`src/rtl/ssadc_pkg.sv`:
```
package ssadc_pkg;
    localparam int CODE_W = 9;
    localparam int STEPS  = 1 << CODE_W;

    typedef logic [CODE_W-1:0] code_t;

    localparam code_t CODE_MAX = code_t'(STEPS - 1);

    function automatic code_t bin2gray(input code_t b);
        return b ^ (b >> 1);
    endfunction

    function automatic code_t gray2bin(input code_t g);
        code_t b;
        b[CODE_W-1] = g[CODE_W-1];
        for (int i = CODE_W - 2; i >= 0; i--) begin
            b[i] = b[i+1] ^ g[i];
        end
        return b;
    endfunction

    localparam code_t GRAY_FULL = bin2gray(CODE_MAX);
endpackage

```
`src/rtl/ssadc_seq.sv`:
```
module ssadc_seq
    import ssadc_pkg::*;
(
    input  logic  clk,
    input  logic  rst,
    input  logic  start_i,
    output code_t gray_o,
    output logic  busy_o,
    output logic  last_o,
    output logic  done_o
);
    code_t cnt_q;
    code_t gray_q;
    logic  busy_q;
    logic  done_q;

    assign last_o = busy_q && (cnt_q == CODE_MAX);

    always_ff @(posedge clk) begin
        if (rst) begin
            cnt_q  <= '0;
            gray_q <= '0;
            busy_q <= 1'b0;
            done_q <= 1'b0;
        end else begin
            done_q <= last_o && !start_i;
            if (start_i) begin
                cnt_q  <= '0;
                gray_q <= '0;
                busy_q <= 1'b1;
            end else if (busy_q) begin
                if (cnt_q == CODE_MAX) begin
                    busy_q <= 1'b0;
                end else begin
                    cnt_q  <= cnt_q + 1'b1;
                    gray_q <= bin2gray(cnt_q + 1'b1);
                end
            end
        end
    end

    assign gray_o = gray_q;
    assign busy_o = busy_q;
    assign done_o = done_q;

    // adjacent counter states differ in one bit
    p_gray_step_r2: assert property (@(posedge clk) disable iff (rst)
        (busy_q && $past(busy_q) && !$past(start_i)) |-> ($countones(gray_q ^ $past(gray_q)) == 1));

    // strobe lasts one cycle
    p_done_pulse_r8: assert property (@(posedge clk) disable iff (rst)
        done_q |=> !done_q);

    // strobe only follows a counting cycle
    p_done_after_busy_r3: assert property (@(posedge clk) disable iff (rst)
        done_q |-> ($past(busy_q) && !busy_q));
endmodule

```
`src/rtl/ssadc_lane.sv`:
```
module ssadc_lane
    import ssadc_pkg::*;
(
    input  logic  clk,
    input  logic  rst,
    input  logic  start_i,
    input  logic  busy_i,
    input  logic  last_i,
    input  code_t gray_i,
    input  logic  trip_i,
    output code_t code_o
);
    logic  hit_q;
    code_t grab_q;
    code_t hold_q;

    always_ff @(posedge clk) begin
        if (rst) begin
            hit_q  <= 1'b0;
            grab_q <= '0;
            hold_q <= '0;
        end else if (start_i) begin
            hit_q  <= 1'b0;
            grab_q <= '0;
        end else if (busy_i) begin
            if (trip_i && !hit_q) begin
                hit_q  <= 1'b1;
                grab_q <= gray_i;
            end
            if (last_i) begin
                hold_q <= hit_q ? grab_q : (trip_i ? gray_i : GRAY_FULL);
            end
        end
    end

    assign code_o = gray2bin(hold_q);

    // once captured, first-stage value is frozen until restart
    p_first_trip_r5: assert property (@(posedge clk) disable iff (rst)
        ($past(hit_q) && !$past(start_i)) |-> $stable(grab_q));

    // a restart clears the captured flag
    p_restart_clear_r9: assert property (@(posedge clk) disable iff (rst)
        $past(start_i) |-> !hit_q);
endmodule

```
`src/rtl/ssadc_backend.sv`:
```
module ssadc_backend
    import ssadc_pkg::*;
#(
    parameter int N_CH = 8
) (
    input  logic                   clk,
    input  logic                   rst,
    input  logic                   start_i,
    input  logic [N_CH-1:0]        trip_i,
    output logic                   busy_o,
    output logic                   done_o,
    output logic [N_CH*CODE_W-1:0] dout_o
);
    code_t gray_w;
    logic  last_w;

    ssadc_seq u_seq (
        .clk     (clk),
        .rst     (rst),
        .start_i (start_i),
        .gray_o  (gray_w),
        .busy_o  (busy_o),
        .last_o  (last_w),
        .done_o  (done_o)
    );

    for (genvar c = 0; c < N_CH; c++) begin : g_lane
        ssadc_lane u_lane (
            .clk     (clk),
            .rst     (rst),
            .start_i (start_i),
            .busy_i  (busy_o),
            .last_i  (last_w),
            .gray_i  (gray_w),
            .trip_i  (trip_i[c]),
            .code_o  (dout_o[c*CODE_W +: CODE_W])
        );
    end

    // results move only alongside the strobe
    p_hold_stable_r7: assert property (@(posedge clk) disable iff (rst)
        !done_o |-> $stable(dout_o));
endmodule

```
`config.mk`:
```
export PLATFORM = sky130hd
export DESIGN_NAME = ssadc_backend
export DESIGN_NICKNAME = d
export VERILOG_FILES = /design/src/rtl/ssadc_pkg.sv /design/src/rtl/ssadc_seq.sv /design/src/rtl/ssadc_lane.sv /design/src/rtl/ssadc_backend.sv
export SDC_FILE = /design/constraint.sdc
export NUM_CORES = 1
export LEC_CHECK = 0
export BUFFER_PORTS_ARGS = -buffer_cell sky130_fd_sc_hd__clkbuf_2
export CORE_MARGIN = 4
export CORE_UTILIZATION = 30
export CTS_CLUSTER_SIZE = 16
export DETAILED_ROUTE_END_ITERATION = 12
export PLACE_DENSITY_LB_ADDON = 0.08
export REMOVE_ABC_BUFFERS = 1
export SLEW_MARGIN = 20
export SYNTH_ARGS = -nofsm -noshare
export SYNTH_HDL_FRONTEND = slang
export SYNTH_HIERARCHICAL = 1
export SYNTH_SLANG_ARGS = --single-unit
```
`constraint.sdc`:
```
create_clock -name clk -period 3.2 [get_ports clk]
set_clock_uncertainty 0.2 [all_clocks]
set_input_delay 0.48 -clock clk [delete_from_list [all_inputs] [get_ports clk]]
set_output_delay 0.48 -clock clk [all_outputs]
set_load 0.05 [all_outputs]
```
* Word-level counts from Yosys, hierarchy flattened
Index checks and enable logic that the tools add are counted.
** Cells by class
- Muxes and demuxes :: 19
- Equality and inequality tests :: 1
- Reduce and logical (&&, ||, !) cells :: 30
- $add $sub $neg :: 1
- Bitwise gates (word level) :: 67
** Operator list (count)
- $mux 9 :: 16
- $xor 1x1->1 :: 64
- $reduce_and 2->1 :: 9
- $logic_and 1x1->1 :: 10
- $add 9x1->9 const B :: 1
- $eq 9x9->1 const B :: 1
- $logic_not 1->1 :: 9
- $xor 9x8->9 :: 1
- $mux 1 :: 3
- $reduce_and 3->1 :: 1
- $not 1->1 :: 2
- $reduce_or 2->1 :: 1
** Storage, ports and cells
- Flip-flop bits (word level) :: 172
- Logic and storage cells :: 146
- Input port bits :: 11
- Output and inout port bits :: 74

* Logic depth before layout (Yosys ltp)
Gate-level depths: netlist of run 1.
- Word-level depth :: 8
- Gate-level depth with buffers :: 12
- Mapped depth without buffers :: 10

* Modules after synthesis
The synthesis of run 1 kept the hierarchy.
** By module, submodules not included
- ssadc_lane :: instances 8, cells each 103, area an instance 979.7 sq um
- ssadc_seq :: instances 1, cells each 129, area an instance 1054.8 sq um

* Worst setup path before layout of run 1
OpenSTA, ideal clock, no wires.
- Path type :: register to output
- Start point :: reg g_lane[1].u_lane.hold_q[8]
- End point :: out dout_o[12]
- Setup slack :: 457 ps
- Arrival :: 2063 ps
- Path buffers :: 0
- Cell stages (with the launch flop) :: 4
- Data required time :: 2520 ps
- Path through :: dfxtp_1 > xor3_2 > xnor2_4 > xnor2_1
** On the way
- Word-level cells in the longest chain between the ends :: 5
** Ends and longest elaborated chain
- start: declaration :: line ssadc_lane.sv:15 : code_t hold_q;
- start signal: assignment :: line ssadc_lane.sv:31 : hold_q <= hit_q ? grab_q : (trip_i ? gray_i : GRAY_FULL);
- $xor 1x1->1 (2 in series) :: line ssadc_pkg.sv:17 : b[i] = b[i+1] ^ g[i];
- net dout_o[15] :: line ssadc_backend.sv:12 : output logic [N_CH*CODE_W-1:0] dout_o
- $xor 1x1->1 (3 in series) :: line ssadc_pkg.sv:17
- end: declaration :: line ssadc_backend.sv:12
The timed path passes the listed nets, and every way through them passes these cells.

* Worst setup path after layout of run 1
- Start point :: reg g_lane[2].u_lane.hold_q[8]
- End point :: out dout_o[21]
** On the way
- Word-level cells in the longest chain between the ends :: 5
** Ends and longest elaborated chain (line)
- start: declaration :: ssadc_lane.sv:15
- start signal: assignment :: ssadc_lane.sv:31
- $xor 1x1->1 (5 in series) :: ssadc_pkg.sv:17
Every way passes these cells.

==> results.ini, run 1 <==
[status]
outcome = complete, no violations

[timing]
final-setup-viol-count = 0
setup_tns_ns = 0
tightest_slew_ns = 0.9906
slew_headroom = 0.3387
max_freq_mhz = 328.7
hold_viol = 0
slew_violations = 0
post-route-period-util = 0.9508
grt_setup_unrepaired = false
fin_crit_ns = 3.043

[finish]
area_growth_pct = 15.42
drive_gt1_frac = 0.1776
antenna_cells = 0
finalNetCount = 1008
final_cell_area_um2 = 10260

[grt]
gr-max-usage-layer = met2
grt_pass1_wl_um = 34740
grt.total_usage = 0.1315
grt_use_met1 = 0.1903
grt_use_met2 = 0.2044
overflow = 0
grt.met3_usage = 0.02543
antenna_found_initial = 0
grt_pass1_vias = 5989
grt_start_max_net_pins = 43

[clock_tree]
cts_tree = yes
numCtsBuffers = 17
cts_htree_levels = 4
insertion_delay_ns = 0.43
clk_path_buf_depth = 2
cts.sinks = 171
clk_pin_slew_ns = 0.07
cts_hold_buf = 0
cts_root_buf = clkbuf_16
ctsResizeCount = 0

[placed_design]
dp_hpwl_um = 14430
portBuffers = 84
gp_congestion = 0.7097
place_area_um2 = 9575

[critical_path]
crit_family = XOR/XNOR gates
cp.required_ns = 2.52
cp.arrival_ns = 2.36
worstReg2RegStart = u_seq/cnt_q[0]$_SDFFE_PP0P_
cp_num_buf_inv = 3
cp-start-kind = flop
cp_slowest_cell = xor3_2
crit_top_cell = buf_4
path_class = reg -> out
cpPeakStageDelay_ns = 0.54
cp_max_fo = 4
startpoint = g_lane[2].u_lane/hold_q[8]$_SDFFE_PP0P_
worstPathCellList = xor3_2, xnor2_4, buf_4, buf_4, xnor2_1, clkbuf_2
end_kind = primary output

[pwr]
switching_share = 0.2270
internal_power_uw = 3596
power_frac_seq = 0.465
p_per_area_nw_per_um2 = 453.2
power_frac_comb = 0.037
p_leak_uw = 0.004349
ir_worst_vdd_mv = 0.3097
pwr-share-clk = 0.497
switchingPower_uw = 1056

[routing]
drc = 0
wl_um = 21450
avgRoutedWirePerCell_um = 15.41
first_iter_violations = 363
vias = 6301
firstDrtPassIters = 4
avgViaCountPerCell = 4.527
ant_nets = 0

[die]
die_area_um2 = 32460
die_y_um = 180.2
core_area_um2 = 28940
num_rows = 62
io_pins = 85
initial_utilization = 0.3073
dieWidth_um = 180.2

[synthesis]
ys_ff_latch = 171
ys_warn_count = 6
synth_cell_type_count = 41
synthesis.area_um2 = 8892
postSynth.asyncResetShare = 0
synthFlopType = dfxtp_1
synth_edf_count = 0
avgSynthCellArea_um2 = 9.331
seq_area_frac_synth = 0.3850
syn_inst = 953

[min_path]
hold_path_class = in -> reg
hp-start = rst

[run]
maxCapViolCount = 0

## cell type report
type                       instances  area, um2
fill                            2980      18670
inverter                          16      60.06
multi-input combinational        676       5004
clock inverter                    15      232.7
sequential                       171       3423
tap                              384      480.5
timing repair buffer             113      638.1
clock buffer                      17      425.4
## sequential cells by signal, indices dropped and copies added (netlist names)
signal	flops
u_seq/gray_o	8
g_lane.u_lane/hold_q	72
g_lane.u_lane/grab_q	72
u_seq/done_o	1
u_seq/busy_o	1
u_seq/cnt_q	9
g_lane.u_lane/hit_q	8
## cells in the final DEF (no fill, tap or decap), types with 2 or more instances in the layout
cell type,count
a211oi_2,3
a21oi_1,24
a21oi_2,2
a311oi_1,64
a31oi_1,2
and2_1,5
and3_1,3
and3b_1,8
buf_4,29
bufinv_16,5
clkbuf_16,17
clkbuf_2,83
clkinv_4,3
dfxtp_1,171
ha_1,2
inv_1,16
inv_6,5
mux2i_1,75
nand2_1,84
nand2b_1,9
nand3_1,3
nand3b_1,72
nor2_1,162
nor3_1,3
o21ai_0,4
o311ai_0,8
or2_2,9
or2b_1,8
xnor2_1,42
xnor2_4,8
xnor3_1,16
xor2_1,44
xor3_2,8
## power by group through the flow
stage	clock network (uW)	logic [uW]	registers, uW
after floorplan	0	92.7	2210
after global placement	0	180	2210
after detailed placement	0	177	2210
after CTS	2400	178	2160
after global routing	2500	189	2170
final	2310	174	2160
## worst paths after layout
path	endpoint	slack, ns	depth (start not counted)
min	g_lane[4].u_lane/hold_q[0]$_SDFFE_PP0P_	0.20	2
max reg2reg	g_lane[7].u_lane/hold_q[5]$_SDFFE_PP0P_	0.45	10
min reg2reg	g_lane[2].u_lane/hold_q[7]$_SDFFE_PP0P_	0.28	2
max	dout_o[21]	0.16	6
## metrics by stage
step,instances,total power [uW],util,hold WS [ns],worst slack (ns)
6_report,1392,4652,0.3547,0.2048,0.1574
5_1_grt,1392,4852,0.3547,0.1811,0.03112
4_1_cts,1388,4739,0.3537,0.1811,0.01838
3_5_place_dp,1356,2391,0.3309,0.2717,0.4214
3_3_place_gp,1356,2394,0.3309,0.2691,0.4887
2_1_floorplan,863,2299,-,0.2495,0.05483
## Yosys cell counts, drive strengths merged (4+ instances only)
cell type    n  area, um2
xnor2       50      588.1
inv         16      60.06
dfxtp      171       3423
o21ai        4      20.02
a311oi      65      575.6
nand3b      72      540.5
buf         31      180.2
mux2i       75      750.7
xnor3       16      360.4
nand3        4      25.02
nand2b       9      56.30
xor3         8      200.2
clkbuf      59      225.2
xor2        44      385.4
nor2       162      608.1
or2          9      56.30
and2         6      40.04
a21oi       26      137.6
nand2       85      321.6
o311ai       8      70.07
and3b        8      70.07
or2b         8      60.06
## cells by family (layout without fill, tap and decap cells)
| family | Yosys count | in the layout | synth area share |
|---|---|---|---|
| AND/OR/NAND/NOR | 373 | 373 | 0.2070 |
| adder cells (fa/ha/maj) | 2 | 2 | 0.002814 |
| AO/OA/AOI/OAI | 108 | 108 | 0.09596 |
| flip-flops | 171 | 171 | 0.3850 |
| buffers and inverters | 106 | 161 | 0.05234 |
| multiplexers | 75 | 75 | 0.08442 |
| XOR/XNOR | 118 | 118 | 0.1725 |
## routing by layer
layer	vias to the layer above	part of all wire
li1	3342	-
met1	2868	0.51
met2	83	0.44
met3	8	0.037
met4	0	0.0068
met5	-	0
## what timing repair did
item                                   4_1_cts  5_1_grt
buffers inserted                             0        4
endpoints found under the hold margin        0        0
setup endpoints to repair                    0        1
Note: power is estimated with default switching activity, not from simulation.
==> run 2, diff against run 1 <==
==> constraint.sdc (replaced) <==
create_clock -name clk -period 3.2 [get_ports clk]
set_clock_uncertainty 0.2 [all_clocks]
set_input_delay 0.48 -clock clk [delete_from_list [all_inputs] [get_ports clk]]
set_output_delay 0.48 -clock clk [all_outputs]
set_load 0.02 [all_outputs]
==> results.ini, run 2 (synthesis results as in run 1) <==
[placed_design]
portBuffers = 84
numPlacedInstances = 1354
dp_hpwl_um = 14430
gp_congestion = 0.7160
place_area_um2 = 9573

[clock_tree]
cts.sinks = 171
clk_pin_slew_ns = 0.07
numCtsBuffers = 17
ctsResizeCount = 0
cts_setup_buffers = 0
cts_root_buf = clkbuf_16
clk_path_buf_depth = 2
cts_tree = yes
cts_htree_levels = 4
insertion_delay_ns = 0.42
cts_hold_buf = 0

[routing]
firstDrtPassIters = 5
wl_um = 21610
drc = 0
vias = 6339
avgViaCountPerCell = 4.577
ant_nets = 0
first_iter_violations = 387
avgRoutedWirePerCell_um = 15.60

[timing]
setup_tns_ns = 0
slew_violations = 0
max_freq_mhz = 328.4
slew_headroom = 0.3128
fin_crit_ns = 3.045
hold_viol = 0
final-setup-viol-count = 0
hold_slack_ns = 0.1777
post-route-period-util = 0.9515
grt_setup_unrepaired = false
tightest_slew_ns = 1.029

[pwr]
internal_power_uw = 3402
p_total_uw = 4403
pwr-share-clk = 0.469
p_leak_uw = 0.004288
switchingPower_uw = 1001
switching_share = 0.2273
power_frac_seq = 0.491
p_per_area_nw_per_um2 = 433.4
power_frac_comb = 0.040
ir_worst_vdd_mv = 0.3304

[min_path]
hold_path_class = in -> reg

[die]
initial_utilization = 0.3073
die_area_um2 = 32460
num_rows = 62
io_pins = 85
die_y_um = 180.2
dieWidth_um = 180.2
core_area_um2 = 28940

[critical_path]
cp.required_ns = 2.52
cp_num_buf_inv = 1
path_class = reg -> out
end_kind = primary output
cp.arrival_ns = 2.36
startpoint = g_lane[2].u_lane/hold_q[8]$_SDFFE_PP0P_
cp_slowest_cell = xor3_2
worstPathCellList = xor3_2, xnor2_4, xnor3_1, clkbuf_2
worstReg2RegStart = u_seq/cnt_q[0]$_SDFFE_PP0P_
cp_max_fo = 6
crit-reg2reg-capture = g_lane[7].u_lane/hold_q[5]$_SDFFE_PP0P_
r2r_slack_ns = 0.34
cpPeakStageDelay_ns = 0.54
critical_path_depth = 4
crit_family = XOR/XNOR gates
crit_end = dout_o[18]
cp-start-kind = flop
r2r_cells = 10

[status]
outcome = complete, no violations

[finish]
reg_top3 = g_lane.u_lane/grab_q x72, g_lane.u_lane/hold_q x72, u_seq/cnt_q x9
layout_commonest_cell = dfxtp_1
area_growth_pct = 14.24
final_cell_area_um2 = 10160
finalNetCount = 1002
fin_cells = 1385
mostFrequentLayoutCells = dfxtp_1, nor2_1, nand2_1
drive_gt1_frac = 0.1718
antenna_cells = 0

[grt]
grt.total_usage = 0.1335
grt_start_max_net_pins = 54
overflow = 0
antenna_found_initial = 0
grt_pass1_vias = 6087
grt_pass1_wl_um = 35210

[run]
maxCapViolCount = 0

run 2: changes by cell type in the layout (fill, tap and decap cells not counted), sizes merged:
cell,change
buf,-6
bufinv,-3
clkbuf,+3
clkinvlp,+3
inv,-4
run 2: layout make-up:
cell class | instances | area [um2]
well taps | 384 | 480.5
fillers | 2975 | 18780
inverters | 16 | 60.06
repair buffers | 107 | 605.6
clock inverters | 11 | 118.9
multi-input cells | 676 | 5004
flip-flops and latches | 171 | 3423
clock buffers | 20 | 466.7
run 2: worst min-delay path by stage:
stage	from	to	slack, ns	cells past startpoint
finish	rst	g_lane[4].u_lane/hold_q[8]$_SDFFE_PP0P_	0.18	2
global route	rst	g_lane[4].u_lane/hold_q[8]$_SDFFE_PP0P_	0.19	2
floorplan	g_lane[0].u_lane/grab_q[7]$_SDFFE_PP0P_	g_lane[0].u_lane/hold_q[7]$_SDFFE_PP0P_	0.25	2
detailed placement	g_lane[0].u_lane/grab_q[7]$_SDFFE_PP0P_	g_lane[0].u_lane/hold_q[7]$_SDFFE_PP0P_	0.27	2
CTS	rst	g_lane[4].u_lane/hold_q[8]$_SDFFE_PP0P_	0.16	2
global placement	g_lane[3].u_lane/grab_q[8]$_SDFFE_PP0P_	g_lane[3].u_lane/grab_q[8]$_SDFFE_PP0P_	0.27	2
run 2: worst reg2reg max path, stage by stage (launching register included):
cell	delay (ns)
dfxtp_1	0.47
ha_1	0.21
and2_1	0.18
nand2_1	0.07
nor2_1	0.10
ha_1	0.18
and2_1	0.50
and3b_1	0.36
buf_4	0.22
nor2_1	0.05
a311oi_1	0.24
run 2: through the flow:
stage / worst slack, ns / util
global route: 0.05744 / 0.3511
global placement: 0.4106 / 0.3308
finish: 0.1553 / 0.3511
CTS: 0.08895 / 0.3511
floorplan: 0.4207 / -
detailed placement: 0.3327 / 0.3308
run 2: per-layer routing:
layer / up-vias / share of wire / track usage
li1: 3329 / - / -
met1: 2932 / 0.52 / 0.1936
met2: 70 / 0.44 / 0.2076
met3: 8 / 0.027 / 0.02644
met4: 0 / 0.0060 / 0.02722
met5: - / 0 / 0
run 2: power groups by stage:
stage | sequential (uW) | combinational [uW] | clock (uW)
floorplan | 2200 | 92.5 | 0
global placement | 2210 | 182 | 0
detailed placement | 2210 | 181 | 0
CTS | 2160 | 181 | 2150
global route | 2160 | 194 | 2230
finish | 2160 | 178 | 2060
==> run 3, diff against run 2 <==
Settings changed: REMOVE_ABC_BUFFERS 1 to unset.
==> results.ini, run 3 (synthesis results as in run 1) <==
[status]
outcome = complete, no violations

[timing]
hold_viol = 0
max_freq_mhz = 334.6
fin_crit_ns = 2.989
grt_setup_unrepaired = false
hold_slack_ns = 0.2554
post-route-period-util = 0.9339
tightest_slew_ns = 1.030
fin_ws_ns = 0.2114
slew_violations = 0
final-setup-viol-count = 0
setup_tns_ns = 0
slew_headroom = 0.3125

[die]
num_rows = 62
die_area_um2 = 32460
core_area_um2 = 28940
dieWidth_um = 180.2
initial_utilization = 0.3073
io_pins = 85
die_y_um = 180.2

[pwr]
switching_share = 0.2418
p_total_uw = 4344
power_frac_seq = 0.497
p_leak_uw = 0.004271
p_per_area_nw_per_um2 = 428.7
switchingPower_uw = 1050
internal_power_uw = 3294
power_frac_comb = 0.042
ir_worst_vdd_mv = 0.3416
pwr-share-clk = 0.461

[routing]
vias = 6348
wl_um = 21970
drc = 0
avgViaCountPerCell = 4.583
first_iter_violations = 444
ant_nets = 0
firstDrtPassIters = 4
avgRoutedWirePerCell_um = 15.86

[critical_path]
cp-start-kind = flop
cp_max_fo = 17
cp.arrival_ns = 3.13
worstReg2RegStart = u_seq/cnt_q[0]$_SDFFE_PP0P_
path_class = reg -> reg
crit-reg2reg-capture = g_lane[2].u_lane/hold_q[8]$_SDFFE_PP0P_
r2r_cells = 9
end_kind = flop
r2r_slack_ns = 0.21
crit_end = g_lane[2].u_lane/hold_q[8]$_SDFFE_PP0P_
cp.required_ns = 3.34
startpoint = u_seq/cnt_q[0]$_SDFFE_PP0P_

[grt]
grt_pass1_vias = 6157
overflow = 0
grt.total_usage = 0.1336
antenna_found_initial = 1
grt_pass1_wl_um = 35400
grt_start_max_net_pins = 74

[finish]
layout_commonest_cell = dfxtp_1
finalNetCount = 1002
reg_top3 = g_lane.u_lane/grab_q x72, g_lane.u_lane/hold_q x72, u_seq/cnt_q x9
final_util = 0.3502
fillers = 3018
drive_gt1_frac = 0.1708
mostFrequentLayoutCells = dfxtp_1, nor2_1, nand2_1
antenna_cells = 0
area_growth_pct = 13.96

[clock_tree]
cts_htree_levels = 4
cts_root_buf = clkbuf_16
cts_hold_buf = 0
clk_path_buf_depth = 2
cts_tree = yes
numCtsBuffers = 17
cts_setup_buffers = 0
clk_pin_slew_ns = 0.07
insertion_delay_ns = 0.42
cts.sinks = 171
ctsResizeCount = 0

[synthesis]
synth_nets = 966

[run]
maxCapViolCount = 0

[placed_design]
portBuffers = 84
gp_congestion = 0.7164
place_ws_ns = 0.2587
dp_hpwl_um = 14330

[min_path]
hold_path_class = in -> reg

==> run 3: changes by cell type in the layout (fill, tap and decap cells not counted), sizes merged <==
cell	delta
bufinv	-1
inv	+2
clkbuf	-1
==> run 3: layout make-up <==
| type | count | area (um2) | share of cell area |
|---|---|---|---|
| clock buffer | 19 | 442.9 | 0.04371 |
| tap | 384 | 480.5 | 0.04741 |
| clock inverter | 12 | 117.6 | 0.01161 |
| sequential | 171 | 3423 | 0.3378 |
| timing repair buffer | 107 | 605.6 | 0.05976 |
| multi-input combinational | 676 | 5004 | 0.4938 |
| inverter | 16 | 60.06 | 0.005927 |
==> run 3: worst max-delay path: stages, from the launching register on <==
cell and delay, ns:
dfxtp_1 0.48, ha_1 0.21, and2_1 0.19, nand2_1 0.07
nor2_1 0.10, ha_1 0.19, and2_1 0.42, and3b_1 0.62
o311ai_0 0.26, a21oi_1 0.18
==> run 3: stage by stage <==
step,cell area [um2],std cells
floorplan,8892,953
global placement,9573,1354
detailed placement,9573,1354
CTS,10130,1385
global route,10130,1385
finish,10130,1385
==> run 3: metal layers <==
layer,wire [um],share of wire,vias to the layer above,global-route usage
met5,7,0.00032,-,0
met4,173,0.0079,2,0.02813
met3,804,0.037,11,0.02987
met2,9053,0.41,80,0.1925
met1,11930,0.54,2941,0.2038
li1,-,-,3314,-
==> run 3: worst min-delay path by stage <==
stage,start,end,cells past startpoint
final,rst,g_lane[1].u_lane/hold_q[8]$_SDFFE_PP0P_,2
after global routing,rst,g_lane[1].u_lane/hold_q[8]$_SDFFE_PP0P_,2
after CTS,rst,g_lane[1].u_lane/hold_q[8]$_SDFFE_PP0P_,2
after detailed placement,g_lane[5].u_lane/grab_q[7]$_SDFFE_PP0P_,g_lane[5].u_lane/hold_q[7]$_SDFFE_PP0P_,2
after global placement,g_lane[0].u_lane/grab_q[7]$_SDFFE_PP0P_,g_lane[0].u_lane/hold_q[7]$_SDFFE_PP0P_,2
after floorplan,u_seq/cnt_q[8]$_SDFFE_PP0P_,u_seq/cnt_q[8]$_SDFFE_PP0P_,2
==> run 3: power groups by stage <==
stage               registers, uW  clock network, uW  logic, uW
floorplan                    2200                  0        134
global placement             2210                  0        185
global route                 2160               2150        198
CTS                          2160               2070        183
detailed placement           2210                  0        183
finish                       2160               2000        181
